## config.mk

```make
export PLATFORM = sky130hd
export DESIGN_NAME = dtimer
export DESIGN_NICKNAME = d
export VERILOG_FILES = /design/src/rtl/dtimer_pkg.sv /design/src/rtl/dtimer_regs.sv /design/src/rtl/dtimer_core.sv /design/src/rtl/dtimer.sv
export SDC_FILE = /design/constraint.sdc
export NUM_CORES = 1
export LEC_CHECK = 0
export BUFFER_PORTS_ARGS = -buffer_cell sky130_fd_sc_hd__buf_4
export CORE_AREA = 2 2 111 86
export CTS_CLUSTER_DIAMETER = 120
export DETAILED_ROUTE_END_ITERATION = 10
export DIE_AREA = 0 0 113 88
export GPL_ROUTABILITY_DRIVEN = 0
export PLACE_DENSITY = 0.77
export SKIP_CTS_REPAIR_TIMING = 1
export SYNTH_ARGS = -nofsm -noshare
export SYNTH_HDL_FRONTEND = slang
export SYNTH_HIERARCHICAL = 1
export SYNTH_SLANG_ARGS = --single-unit
```

## constraint.sdc

```tcl
create_clock -name clk -period 2.4 [get_ports clk]
set_clock_uncertainty 0.05 [all_clocks]
set_input_delay 0.24 -clock clk [delete_from_list [all_inputs] [get_ports clk]]
set_output_delay 0.24 -clock clk [all_outputs]
set_load 0.03 [all_outputs]
```

## src/rtl/dtimer_pkg.sv

```systemverilog
package dtimer_pkg;
    localparam int DATA_W = 32;

    // word offsets (address bits [3:2])
    localparam logic [1:0] OFS_LOAD  = 2'd0;
    localparam logic [1:0] OFS_VALUE = 2'd1;
    localparam logic [1:0] OFS_CTRL  = 2'd2;
    localparam logic [1:0] OFS_ACK   = 2'd3;

    // control bit positions
    localparam int BIT_EN   = 7;
    localparam int BIT_PER  = 6;
    localparam int BIT_FAST = 3;

    typedef enum logic {
        ST_OFF = 1'b0,
        ST_RUN = 1'b1
    } run_state_e;
endpackage

```

## src/rtl/dtimer_regs.sv

```systemverilog
module dtimer_regs
    import dtimer_pkg::*;
#(
    parameter int CNT_W  = 32,
    parameter int ADDR_W = 4
) (
    input  logic              clk,
    input  logic              rst_n,
    input  logic [ADDR_W-1:0] bus_addr,
    input  logic              bus_wen,
    input  logic [DATA_W-1:0] bus_wdata,
    input  logic [CNT_W-1:0]  cnt,
    input  logic              running,
    output logic              wr_load,
    output logic              wr_ctrl,
    output logic              wr_ack,
    output logic [CNT_W-1:0]  load_q,
    output logic              periodic,
    output logic              fast_sel,
    output logic [DATA_W-1:0] bus_rdata
);
    logic [1:0] word;
    logic       unused_bits;

    assign word        = bus_addr[3:2];
    assign unused_bits = ^{bus_addr, bus_wdata};

    assign wr_load = bus_wen && (word == OFS_LOAD);
    assign wr_ctrl = bus_wen && (word == OFS_CTRL);
    assign wr_ack  = bus_wen && (word == OFS_ACK);

    always_ff @(posedge clk or negedge rst_n) begin
        if (!rst_n) begin
            load_q   <= '0;
            periodic <= 1'b0;
            fast_sel <= 1'b0;
        end else begin
            if (wr_load) begin
                load_q <= bus_wdata[CNT_W-1:0];
            end
            if (wr_ctrl) begin
                periodic <= bus_wdata[BIT_PER];
                fast_sel <= bus_wdata[BIT_FAST];
            end
        end
    end

    always_comb begin
        bus_rdata = '0;
        unique case (word)
            OFS_LOAD:  bus_rdata[CNT_W-1:0] = load_q;
            OFS_VALUE: bus_rdata[CNT_W-1:0] = cnt;
            OFS_CTRL: begin
                bus_rdata[BIT_EN]   = running;
                bus_rdata[BIT_PER]  = periodic;
                bus_rdata[BIT_FAST] = fast_sel;
            end
            OFS_ACK:   bus_rdata = '0;
        endcase
    end
endmodule

```

## src/rtl/dtimer_core.sv

```systemverilog
module dtimer_core
    import dtimer_pkg::*;
#(
    parameter int CNT_W = 32
) (
    input  logic             clk,
    input  logic             rst_n,
    input  logic             wr_load,
    input  logic [CNT_W-1:0] load_val,
    input  logic             wr_ctrl,
    input  logic             ctrl_en,
    input  logic             wr_ack,
    input  logic             tick,
    input  logic             periodic,
    input  logic [CNT_W-1:0] load_q,
    output logic [CNT_W-1:0] cnt,
    output logic             running,
    output logic             irq
);
    localparam logic [CNT_W-1:0] CNT_ONES = '1;

    run_state_e state_q, state_d;
    logic       underflow;

    // state register
    always_ff @(posedge clk or negedge rst_n) begin
        if (!rst_n) state_q <= ST_OFF;
        else        state_q <= state_d;
    end

    // transitions: START (OFF->RUN), STOP (RUN->OFF)
    always_comb begin
        state_d = state_q;
        unique case (state_q)
            ST_OFF: if (wr_ctrl && ctrl_en)  state_d = ST_RUN;
            ST_RUN: if (wr_ctrl && !ctrl_en) state_d = ST_OFF;
        endcase
    end

    assign running   = (state_q == ST_RUN);
    assign underflow = running && tick && (cnt == '0) && !wr_load;

    // outputs: counter and interrupt latch
    always_ff @(posedge clk or negedge rst_n) begin
        if (!rst_n) begin
            cnt <= '0;
            irq <= 1'b0;
        end else begin
            if (wr_load) begin
                cnt <= load_val;
            end else if (running && tick) begin
                if (cnt == '0) cnt <= periodic ? load_q : CNT_ONES;
                else           cnt <= cnt - 1'b1;
            end
            irq <= underflow || (irq && !wr_ack);
        end
    end
endmodule

```

## src/rtl/dtimer.sv

```systemverilog
module dtimer
    import dtimer_pkg::*;
#(
    parameter int CNT_W  = 32,
    parameter int ADDR_W = 4
) (
    input  logic              clk,
    input  logic              rst_n,
    input  logic [ADDR_W-1:0] bus_addr,
    input  logic              bus_wen,
    input  logic [31:0]       bus_wdata,
    output logic [31:0]       bus_rdata,
    input  logic              fast_tick,
    input  logic              slow_tick,
    output logic              irq
);
    logic             wr_load, wr_ctrl, wr_ack;
    logic             periodic, fast_sel, running, tick_sel;
    logic [CNT_W-1:0] load_q, cnt;

    assign tick_sel = fast_sel ? fast_tick : slow_tick;

    dtimer_regs #(.CNT_W(CNT_W), .ADDR_W(ADDR_W)) u_regs (
        .clk       (clk),
        .rst_n     (rst_n),
        .bus_addr  (bus_addr),
        .bus_wen   (bus_wen),
        .bus_wdata (bus_wdata),
        .cnt       (cnt),
        .running   (running),
        .wr_load   (wr_load),
        .wr_ctrl   (wr_ctrl),
        .wr_ack    (wr_ack),
        .load_q    (load_q),
        .periodic  (periodic),
        .fast_sel  (fast_sel),
        .bus_rdata (bus_rdata)
    );

    dtimer_core #(.CNT_W(CNT_W)) u_core (
        .clk      (clk),
        .rst_n    (rst_n),
        .wr_load  (wr_load),
        .load_val (bus_wdata[CNT_W-1:0]),
        .wr_ctrl  (wr_ctrl),
        .ctrl_en  (bus_wdata[BIT_EN]),
        .wr_ack   (wr_ack),
        .tick     (tick_sel),
        .periodic (periodic),
        .load_q   (load_q),
        .cnt      (cnt),
        .running  (running),
        .irq      (irq)
    );
endmodule

```

; Word-level counts from Yosys, hierarchy flattened
; Cells that the tools add are included.
[word_totals]
ff_bits = 68
inputBits = 41
word_cells = 40
[classes]
addsub = 1
eq_ne = 3
muxes = 13
n_bitwise = 1
n_reduce_logical = 16
[ops]
columns = operator, n
row1 = $mux 32, 4
row2 = $pmux 24 s2, 1
row3 = $logic_not 32->1, 1
row4 = $sub 32x1->32 const B, 1
row5 = $logic_and 1x1->1, 9
row6 = $pmux 2 s4, 1
row7 = $pmux 3 s2, 1
row8 = $eq 2x2->1 const B, 2
row9 = $pmux 1 s4, 1
row10 = $pmux 2 s2, 1
row11 = $logic_not 1->1, 3
row12 = $mux 1, 3
row13 = $eq 2x1->1 const B, 1
row14 = $logic_not 2->1, 1
row15 = $pmux 1 s2, 1
row16 = $reduce_bool 2->1, 1
row17 = $logic_or 1x1->1, 1
row18 = $not 1->1, 1

; Logic depth before layout (Yosys ltp)
; Gate-level depths: netlist of the first run.
[depth]
depth_word = 5
ltp_mapped = 10
mapped_depth_nobuf = 8

; By module
; The synthesis of the first run kept the hierarchy.
[modules_own_cells]
columns = mod, instances, cells_each, area_each_um2, seq_area_each_um2
row1 = dtimer_core, 1, 283, 2523.7, 850.8
row2 = dtimer_regs, 1, 148, 1806.7, 850.8
row3 = dtimer, 1, 1, 15.0, 0.0

; Worst setup path before layout of the first run
; No wires, ideal clock.
[synth_path]
path_kind = register to register
start = register u_core.cnt[20]
end = register u_core.cnt[3]
setup_time_ns = 0.126
arrival_time_ns = 2.207
required_ns = 2.224
path_slack_ns = 0.017
path_stages_with_launch = 8
n_path_buf = 2
path_cell_list = dfrtp_1 buf_6 or4_4 nor4_4 nand4_4 buf_6 o311a_1 a221o_1
[synth_via]
elab_chain_len = 4
[synth_lines]
columns = item, line_no
row1 = "start, declared", dtimer_core.sv:16  ; output logic [CNT_W-1:0] cnt,
row2 = "start signal, assigned", dtimer_core.sv:50  ; cnt <= load_val;
row3 = "start signal, assigned", dtimer_core.sv:52  ; if (cnt == '0) cnt <= periodic ? load_q : CNT_ONES;
row4 = "start signal, assigned", dtimer_core.sv:53  ; else cnt <= cnt - 1'b1;
row5 = $logic_not 32->1, dtimer_core.sv:52
row6 = $mux 32, dtimer_core.sv:52
row7 = $mux 32, dtimer_core.sv:51  ; end else if (running && tick) begin
row8 = $mux 32, dtimer_core.sv:49  ; if (wr_load) begin
; No other way between the ends. The select of a mux whose other input is x is not followed.
; A chain may end at the register's enable or synchronous reset.

; Worst setup path after layout of the first run
[layout_path]
start = register u_core.cnt[20]
end = register u_core.cnt[30]
[layout_via]
elab_chain_len = 4
elab_cells_between_ends = 5
classes_between = add/sub: 1 / mux: 3 / reduce/logical: 1
[layout_lines]
columns = item, line_no
row1 = $sub 32x1->32 or $logic_not 32->1 (tied branches), "dtimer_core.sv:53, dtimer_core.sv:52"
row2 = $mux 32 *, dtimer_core.sv:52
row3 = $mux 32 *, dtimer_core.sv:51
row4 = $mux 32 *, dtimer_core.sv:49
; Every way passes the cells marked *; elsewhere a longest branch is shown, timed or not. The select of a mux whose other input is x is not followed.

==> flow_summary.json, run 1 <==
{
  "timing.slew.headroom": 0.3896,
  "setup_slack_ns": 0.04977,
  "synthCells": 432,
  "clock.fmax_mhz": 425.5,
  "netlist_area_sq_mm": 0.004345,
  "final-hold-violation-count": 33,
  "start_kind": "flop",
  "core-area_sq_mm": 0.008859,
  "area_growth_syn_to_layout_pct": 28.74,
  "ys.flop_type": "dfrtp_1",
  "die_x_microns": 113,
  "htree_levels": 3,
  "clk_pin_slew_ns": 0.06,
  "grt_max_degree": 69,
  "worstMarginPinSlew_ns": 0.9146,
  "diodes": 0,
  "hold_path.class": "in2async",
  "io_buffers": 71,
  "yosys.area.top_type": "dfrtp_1",
  "highest_layer": "met4",
  "post-route-period-util": 0.9793,
  "drc": 4,
  "nNetsFinal": 568,
  "reg2reg_slack_ns": 0.05,
  "drt-pass1-iter-count": 9,
  "critPathCaptureType": "flop",
  "setup_violations": 0,
  "ys_types": 54,
  "fillers": 727,
  "r2r-start": "u_core/cnt[20]$_DFFE_PN0P_",
  "r2r-end": "u_core/cnt[30]$_DFFE_PN0P_",
  "start_util": 0.4905,
  "synth_nets": 475,
  "clock_path_buffers": 2,
  "yosysSeqAreaShare": 0.3916,
  "cp_data_required_time_ns": 2.56,
  "wl_per_cell_microns": 18.70,
  "cap_violations": 0,
  "grt_pass1_wl_mm": 19.43,
  "leakage_nw": 2.518,
  "met3_length_microns": 929,
  "antenna_found_initial": 0,
  "period_minus_slack_ns": 2.350,
  "antenna_left": 0,
  "ff_latch_area_sq_mm": 0.001703,
  "hold_ws_ns": -0.05334,
  "synth.avg_cell_area_sq_um": 10.06,
  "drive_above_1_share": 0.3434,
  "vias_per_cell": 6.129,
  "insertion_delay_ns": 0.34,
  "ys_ff_latch": 68,
  "ys_top_cells_by_count": "dfrtp_1, nor2_1, mux2_2, mux2i_1, nand2_1",
  "num_vias": 3935,
  "cts-root-buf": "clkbuf_16",
  "fp-row-count": 30,
  "clock-sinks": 68,
  "power.density_mw_per_mm2": 1039,
  "async_flop_share": 1.000,
  "status": "finished, violations left",
  "first_global_vias": 3760,
  "wl_met2_mm": 5.387,
  "cp.arrival_ns": 2.52,
  "m1WireLength_mm": 5.541,
  "dieArea_sq_mm": 0.009944,
  "drtIter0Drc": 245,
  "grt_usage": 0.2478,
  "worst_r2r_path_depth": 9,
  "violations": "design-rule violations, negative hold slack",
  "synthDominantCellAreaShare": 0.3916,
  "fin_tns_setup_ns": 0,
  "slew_violations": 0,
  "fp.dieH_microns": 88,
  "cts_made_buffers": 9,
  "synthTopCellsByArea": "dfrtp_1, mux2_2, mux2i_1",
  "multi_input_area_sq_mm": 0.002469,
  "cp_max_fo": 4,
  "dp.final_hpwl_mm": 7.968,
  "path_class": "reg2reg",
  "yosysWarnings": 6,
  "peakVddDrop_mv": 0.5327,
  "tritoncts": "yes",
  "dp_slack_ns": 0.04665,
  "grt_overflow": 0,
  "synth-edff-count": 0,
  "boundaryPins": 74,
  "totalWireLength_mm": 12.01,
  "yosysMostFrequentCell": "dfrtp_1"
}
-- worst max-delay path: stages (launching register included) --
cell      delay (ns)
dfrtp_1         0.38
or4_4           0.56
buf_6           0.15
nor4_4          0.31
buf_4           0.17
buf_4           0.10
nand4_1         0.10
xnor2_1         0.14
o221ai_1        0.17
nand2_1         0.09
-- kinds of logic (layout without fill, tap and decap cells) --
group           after synthesis  after routing  synth area share
flops                        68             68            0.3916
mux                          68             68            0.1679
buf+inv                      41            139           0.04808
simple gates                141            141            0.1779
fa+ha+maj                     2              2          0.005758
xor+xnor                     21             21           0.04233
compound gates               91             91            0.1664
-- layout make-up --
class | instances | share of cell area
Multi-Input combinational cell | 323 | 0.4413
Timing Repair Buffer | 114 | 0.1604
Inverter | 9 | 0.006039
Clock inverter | 4 | 0.01700
Clock buffer | 12 | 0.04585
Tap cell | 112 | 0.02505
Sequential cell | 68 | 0.3044
-- placed cells by master, fill, tap and decap left out, types with 6 or more instances in the layout --
cell,count
o311a_1,9
nor2_1,45
nand2_1,32
xnor2_1,15
xor2_1,6
o21ai_0,10
clkbuf_16,9
a221o_1,15
nand3_1,6
nand4_1,6
inv_1,9
or3_1,6
buf_4,110
mux2_2,34
a31oi_1,6
nor3_1,11
dfrtp_1,67
mux2i_1,32
a22oi_1,12
-- metrics by stage --
stage	instance area (sq um)	hold slack, ns	instances	util	total power, W
6_report	5594	-0.05334	642	0.6315	0.005811
5_1_grt	5594	0.03916	642	0.6315	0.006119
4_1_cts	5552	0.003828	640	0.6267	0.005747
3_5_place_dp	5200	0.3671	624	0.5870	0.004161
3_3_place_gp	5200	0.3637	624	0.5870	0.004086
2_1_floorplan	4345	-0.1056	432	-	0.003299
-- where the power goes --
| part | switching [W] | internal (W) | leakage, nW |
|---|---|---|---|
| Combinational | 0.00128 | 0.00110 | 1.51 |
| Sequential | 0.000391 | 0.00147 | 0.830 |
| Clock | 0.000498 | 0.00107 | 0.173 |
| Total | 0.00217 | 0.00364 | 2.52 |
-- metal layers --
layer | global-route usage | vias to the layer above
met5 | 0 | -
met4 | 0.07650 | 0
met3 | 0.06713 | 15
met2 | 0.3778 | 165
met1 | 0.3476 | 1931
li1 | - | 1824
-- how the worst max path moves through the flow --
stage                                from  slack [ns]  cells past startpoint                    endpoint
2_1_floorplan  u_core/cnt[20]$_DFFE_PN0P_        0.02                      7   u_core/cnt[3]$_DFFE_PN0P_
4_1_cts        u_core/cnt[20]$_DFFE_PN0P_        0.03                      6   u_core/cnt[9]$_DFFE_PN0P_
3_5_place_dp   u_core/cnt[20]$_DFFE_PN0P_        0.05                      6   u_core/cnt[9]$_DFFE_PN0P_
5_1_grt        u_core/cnt[20]$_DFFE_PN0P_       -0.03                      9  u_core/cnt[30]$_DFFE_PN0P_
6_report       u_core/cnt[20]$_DFFE_PN0P_        0.05                      9  u_core/cnt[30]$_DFFE_PN0P_
3_3_place_gp   u_core/cnt[20]$_DFFE_PN0P_        0.09                      6   u_core/cnt[9]$_DFFE_PN0P_
-- flip-flops by register name, summed over array words and instances, names as in the netlist, named ones only --
register and count:
u_regs/load_q 32, u_regs/fast_sel 1, u_core/cnt 32, u_regs/periodic 1
u_core/irq 1
(Power assumes the default switching activity.)
==> run 2, diff against run 1 <==
--- a/config.mk
+++ b/config.mk
@@ -11,7 +11,7 @@
 export DETAILED_ROUTE_END_ITERATION = 10
 export DIE_AREA = 0 0 113 88
 export GPL_ROUTABILITY_DRIVEN = 0
-export PLACE_DENSITY = 0.77
+export PLACE_DENSITY = 0.73
 export SKIP_CTS_REPAIR_TIMING = 1
 export SYNTH_ARGS = -nofsm -noshare
 export SYNTH_HDL_FRONTEND = slang
==> run 2 against run 1 <==
The run still ends with design-rule violations, negative hold slack left. Via count grew 0.33%. Combinational power grew 3%. Sequential share of layout area grew 0.38 points. Sequential cell count is the same.
==> flow_summary.json, run 2 (same netlist as run 1, synthesis figures left out) <==
{
  "clock.fmax_mhz": 427.8,
  "endpoint": "u_core/cnt[23]$_DFFE_PN0P_",
  "diodes": 0,
  "timing.slew.headroom": 0.2923,
  "hold_ws_ns": -0.04342,
  "boundaryPins": 74,
  "io_buffers": 71,
  "clock-sinks": 68,
  "top_regs": "u_core/cnt x32, u_regs/load_q x32",
  "cp_max_fo": 17,
  "critPathCaptureType": "flop",
  "slew_violations": 0,
  "final_cell_mix": "buf_4, dfrtp_1, nor2_1",
  "leakage_nw": 2.488,
  "peakVddDrop_mv": 0.5780,
  "reg2reg_slack_ns": 0.06,
  "tritoncts": "yes",
  "totalWireLength_mm": 12.59,
  "r2r-end": "u_core/cnt[23]$_DFFE_PN0P_",
  "wl_per_cell_microns": 19.52,
  "critPathLaunch": "u_regs/fast_sel$_DFFE_PN0P_",
  "fp.dieH_microns": 88,
  "cp_data_required_time_ns": 2.59,
  "drtIter0Drc": 234,
  "post-route-period-util": 0.9741,
  "htree_levels": 3,
  "violations": "design-rule violations, negative hold slack",
  "r2r-start": "u_regs/fast_sel$_DFFE_PN0P_",
  "insertion_delay_ns": 0.34,
  "start_util": 0.4905,
  "fp-row-count": 30,
  "grt_usage": 0.2643,
  "antenna_found_initial": 0,
  "nNetsFinal": 572,
  "area_growth_syn_to_layout_pct": 27.04,
  "grt_pass1_wl_mm": 20.55,
  "placed_cell_area_sq_mm": 0.005192,
  "cts-root-buf": "clkbuf_16",
  "antenna_left": 0,
  "grt_overflow": 0,
  "clk_pin_slew_ns": 0.05,
  "worstMarginPinSlew_ns": 1.062,
  "cp.arrival_ns": 2.53,
  "setup_violations": 0,
  "power.density_mw_per_mm2": 993.4,
  "num_vias": 3948,
  "ff_latch_area_sq_mm": 0.001702,
  "core-area_sq_mm": 0.008859,
  "start_kind": "flop",
  "drt-pass1-iter-count": 10,
  "finalPower_w": 0.005484,
  "mostFrequentLayoutCell": "buf_4",
  "drc": 2,
  "grt_max_degree": 69,
  "die_x_microns": 113,
  "drive_above_1_share": 0.3471,
  "cap_violations": 0,
  "clock_path_buffers": 2,
  "cts_made_buffers": 9,
  "final_area_sq_mm": 0.005520,
  "dieArea_sq_mm": 0.009944,
  "dp.final_hpwl_mm": 8.388,
  "setup_slack_ns": 0.06226,
  "vias_per_cell": 6.121,
  "worst_r2r_path_depth": 5,
  "rsz0062_at_grt": "true",
  "first_global_vias": 3896,
  "multi_input_area_sq_mm": 0.002492,
  "period_minus_slack_ns": 2.338,
  "fillers": 723,
  "path_class": "reg2reg",
  "finish.utilization": 0.6232,
  "status": "finished, violations left",
  "dp_slack_ns": 0.02097,
  "hold_path.class": "in2async",
  "final-hold-violation-count": 28
}
==> run 2: layout make-up <==
| type | count | area share |
|---|---|---|
| multi-input combinational | 323 | 0.4515 |
| sequential | 68 | 0.3083 |
| clock inverter | 3 | 0.002720 |
| clock buffer | 12 | 0.04284 |
| tap | 112 | 0.02539 |
| inverter | 9 | 0.006120 |
| timing repair buffer | 118 | 0.1632 |
==> run 2: worst min-delay path by stage <==
stage               slack [ns]  cells past startpoint  startpoint                             to
floorplan                -0.11                      0       rst_n     asynchronous set/reset pin
global placement          0.37                      1       rst_n  u_regs/load_q[29]$_DFFE_PN0P_
detailed placement        0.37                      1       rst_n  u_regs/load_q[29]$_DFFE_PN0P_
CTS                       0.02                      1       rst_n  u_regs/load_q[29]$_DFFE_PN0P_
global route              0.05                      1       rst_n           u_core/irq$_DFF_PN0_
finish                   -0.04                      1       rst_n           u_core/irq$_DFF_PN0_
==> run 2: report_power, final <==
part,total (W),leakage [nW],switching (W),internal (W)
combinational,0.00245,1.53,0.00133,0.00112
clock,0.00117,0.126,0.000480,0.000688
sequential,0.00187,0.831,0.000392,0.00147
==> run 2: stage by stage <==
stage | TNS, ns | cells
2_1_floorplan | 0 | 432
3_3_place_gp | 0 | 629
3_5_place_dp | 0 | 629
4_1_cts | 0 | 644
5_1_grt | -0.06269 | 645
6_report | 0 | 645
==> run 2: routing by layer <==
layer / up-vias / wire, microns / global-route usage
li1: 1832 / - / -
met1: 1937 / 5598 / 0.3636
met2: 164 / 5923 / 0.4126
met3: 15 / 925 / 0.07336
met4: 0 / 142 / 0.07761
met5: - / 0 / 0
==> run 2: critical path: stages (launching register included) <==
cell and delay, ns:
dfrtp_1 0.40, mux2_4 0.34, a21oi_2 0.84, buf_4 0.39, a22oi_1 0.12, o31ai_1 0.11
==> run 3, diff against run 2 <==
--- a/config.mk
+++ b/config.mk
@@ -6,10 +6,10 @@
 export NUM_CORES = 1
 export LEC_CHECK = 0
 export BUFFER_PORTS_ARGS = -buffer_cell sky130_fd_sc_hd__buf_4
-export CORE_AREA = 2 2 111 86
+export CORE_AREA = 4 4 113 88
 export CTS_CLUSTER_DIAMETER = 120
 export DETAILED_ROUTE_END_ITERATION = 10
-export DIE_AREA = 0 0 113 88
+export DIE_AREA = 0 0 117 92
 export GPL_ROUTABILITY_DRIVEN = 0
 export PLACE_DENSITY = 0.73
 export SKIP_CTS_REPAIR_TIMING = 1
==> run 3 against run 2 <==
The flow finishes with violations (negative hold slack). Combinational power down 2%. Critical path type unchanged. Final area increased by 0.59%. Sequential share of layout area down 0.18 points. Highest routed layer unchanged. Non-clock buffer count fell by 3. Wire length is 4.8% lower. Sequential power is essentially flat. Register-to-register slack barely moved. First-iteration DRC count is 16% higher.
==> flow_summary.json, run 3 (same netlist as run 1, synthesis figures left out) <==
{
  "num_vias": 3890,
  "vias_per_cell": 6.050,
  "clkPwrFrac": 0.241,
  "first_global_vias": 3930,
  "cp_data_required_time_ns": 2.58,
  "hold_path.class": "in2async",
  "fin_tns_setup_ns": 0,
  "peakVddDrop_mv": 0.4949,
  "setup_violations": 0,
  "critPathCaptureType": "flop",
  "start_util": 0.4905,
  "final_cell_mix": "buf_4, dfrtp_1, nor2_1",
  "htree_levels": 3,
  "final-hold-violation-count": 32,
  "period_minus_slack_ns": 2.346,
  "reg2reg_slack_ns": 0.05,
  "netSwitchingFraction": 0.3865,
  "grt_usage": 0.2345,
  "drt-pass1-iter-count": 5,
  "tritoncts": "yes",
  "diodes": 0,
  "internal_power_w": 0.003446,
  "path_class": "reg2reg",
  "cts-root-buf": "clkbuf_16",
  "area_growth_syn_to_layout_pct": 27.79,
  "insertion_delay_ns": 0.35,
  "antenna_found_initial": 0,
  "cp_cell_sequence": "or4_4, nor4_4, nand4_4, buf_12, nor3_1, a211oi_1, a221o_1",
  "clk_pin_slew_ns": 0.06,
  "rsz0062_at_grt": "true",
  "start_kind": "flop",
  "boundaryPins": 74,
  "cpPeakStageDelay_ns": 0.61,
  "cp_max_fo": 30,
  "fp-row-count": 30,
  "die_x_microns": 117,
  "drtIter0Drc": 272,
  "critical-path-slowest-cell": "or4_4",
  "hold_ws_ns": -0.04434,
  "post-route-period-util": 0.9775,
  "grt_pass1_wl_mm": 19.92,
  "crit_family": "simple AND/OR/NAND/NOR gates",
  "drive_above_1_share": 0.3427,
  "status": "finished, violations left",
  "drc": 0,
  "io_buffers": 71,
  "worstMarginPinSlew_ns": 0.8937,
  "fillers": 747,
  "nNetsFinal": 569,
  "finalPower_w": 0.005618,
  "p_seq_frac": 0.330,
  "clock.fmax_mhz": 426.3,
  "grt_max_degree": 69,
  "top_regs": "u_core/cnt x32, u_regs/load_q x32",
  "grt_overflow": 0,
  "wl_per_cell_microns": 18.65,
  "totalWireLength_mm": 11.99,
  "dieArea_sq_mm": 0.01076,
  "fp.dieH_microns": 92,
  "violations": "negative hold slack",
  "cp.arrival_ns": 2.52,
  "leakage_nw": 2.508,
  "timing.slew.headroom": 0.4042,
  "cp.buffers_inverters": 1,
  "mostFrequentLayoutCell": "buf_4",
  "slew_violations": 0,
  "cap_violations": 0,
  "clock-sinks": 68,
  "comb_power_share": 0.429,
  "dp.final_hpwl_mm": 8.235,
  "power.density_mw_per_mm2": 1012,
  "core-area_sq_mm": 0.008859,
  "clock_path_buffers": 2,
  "cts_made_buffers": 9,
  "antenna_left": 0,
  "switchingPower_w": 0.002172
}
[run 3: cell types whose count changed in the layout (fill, tap and decap cells not counted), sizes merged]
cell	previous run	this run
buf	118	115
bufinv	0	1
clkbuf	12	11
clkinv	3	4
[run 3: final timing paths]
kind,from,depth (start not counted),to
max,u_core/cnt[23]$_DFFE_PN0P_,7,u_core/cnt[1]$_DFFE_PN0P_
min,rst_n,1,u_core/cnt[28]$_DFFE_PN0P_
max reg2reg,u_core/cnt[23]$_DFFE_PN0P_,7,u_core/cnt[1]$_DFFE_PN0P_
min reg2reg,u_regs/load_q[24]$_DFFE_PN0P_,1,u_regs/load_q[24]$_DFFE_PN0P_
max in group asynchronous,rst_n,1,u_regs/load_q[24]$_DFFE_PN0P_
min in group clk,bus_wdata[24],2,u_regs/load_q[24]$_DFFE_PN0P_
[run 3: worst register-to-register path, cell delays in order (launching register included)]
cell,delay [ns]
dfrtp_1,0.39
or4_4,0.61
nor4_4,0.26
nand4_4,0.15
buf_12,0.20
nor3_1,0.22
a211oi_1,0.09
a221o_1,0.26
[run 3: metal layers]
layer  vias to the layer above  global-route usage  part of all wire
met5                         -                   0                 0
met4                         0             0.05540             0.010
met3                        11             0.06860             0.066
met2                       158              0.3527              0.45
met1                      1895              0.3326              0.47
li1                       1826                   -                 -
[run 3: cell type report]
| type | instances | area, sq um | area share |
|---|---|---|---|
| Tap cell | 112 | 140.1 | 0.02524 |
| Inverter | 9 | 33.78 | 0.006084 |
| Clock inverter | 5 | 50.05 | 0.009013 |
| Timing Repair Buffer | 115 | 888.4 | 0.1600 |
| Clock buffer | 11 | 252.7 | 0.04552 |
| Sequential cell | 68 | 1702 | 0.3064 |
| Multi-Input combinational cell | 323 | 2486 | 0.4477 |
[run 3: through the flow]
step,instance area (sq um),instances,setup slack (ns),util
floorplan,4345,432,0.01660,-
global placement,5210,627,0.05551,0.5881
detailed placement,5210,627,-0.01772,0.5881
CTS,5513,643,-0.02509,0.6223
global route,5553,643,-0.02824,0.6268
finish,5553,643,0.05396,0.6268
[run 3: power groups by stage]
stage	logic, W	clock network [W]	registers, W
final	0.00241	0.00135	0.00185
after CTS	0.00235	0.00137	0.00182
after floorplan	0.00147	0	0.00183
after detailed placement	0.00233	0	0.00184
after global placement	0.00228	0	0.00182
after global routing	0.00264	0.00143	0.00191
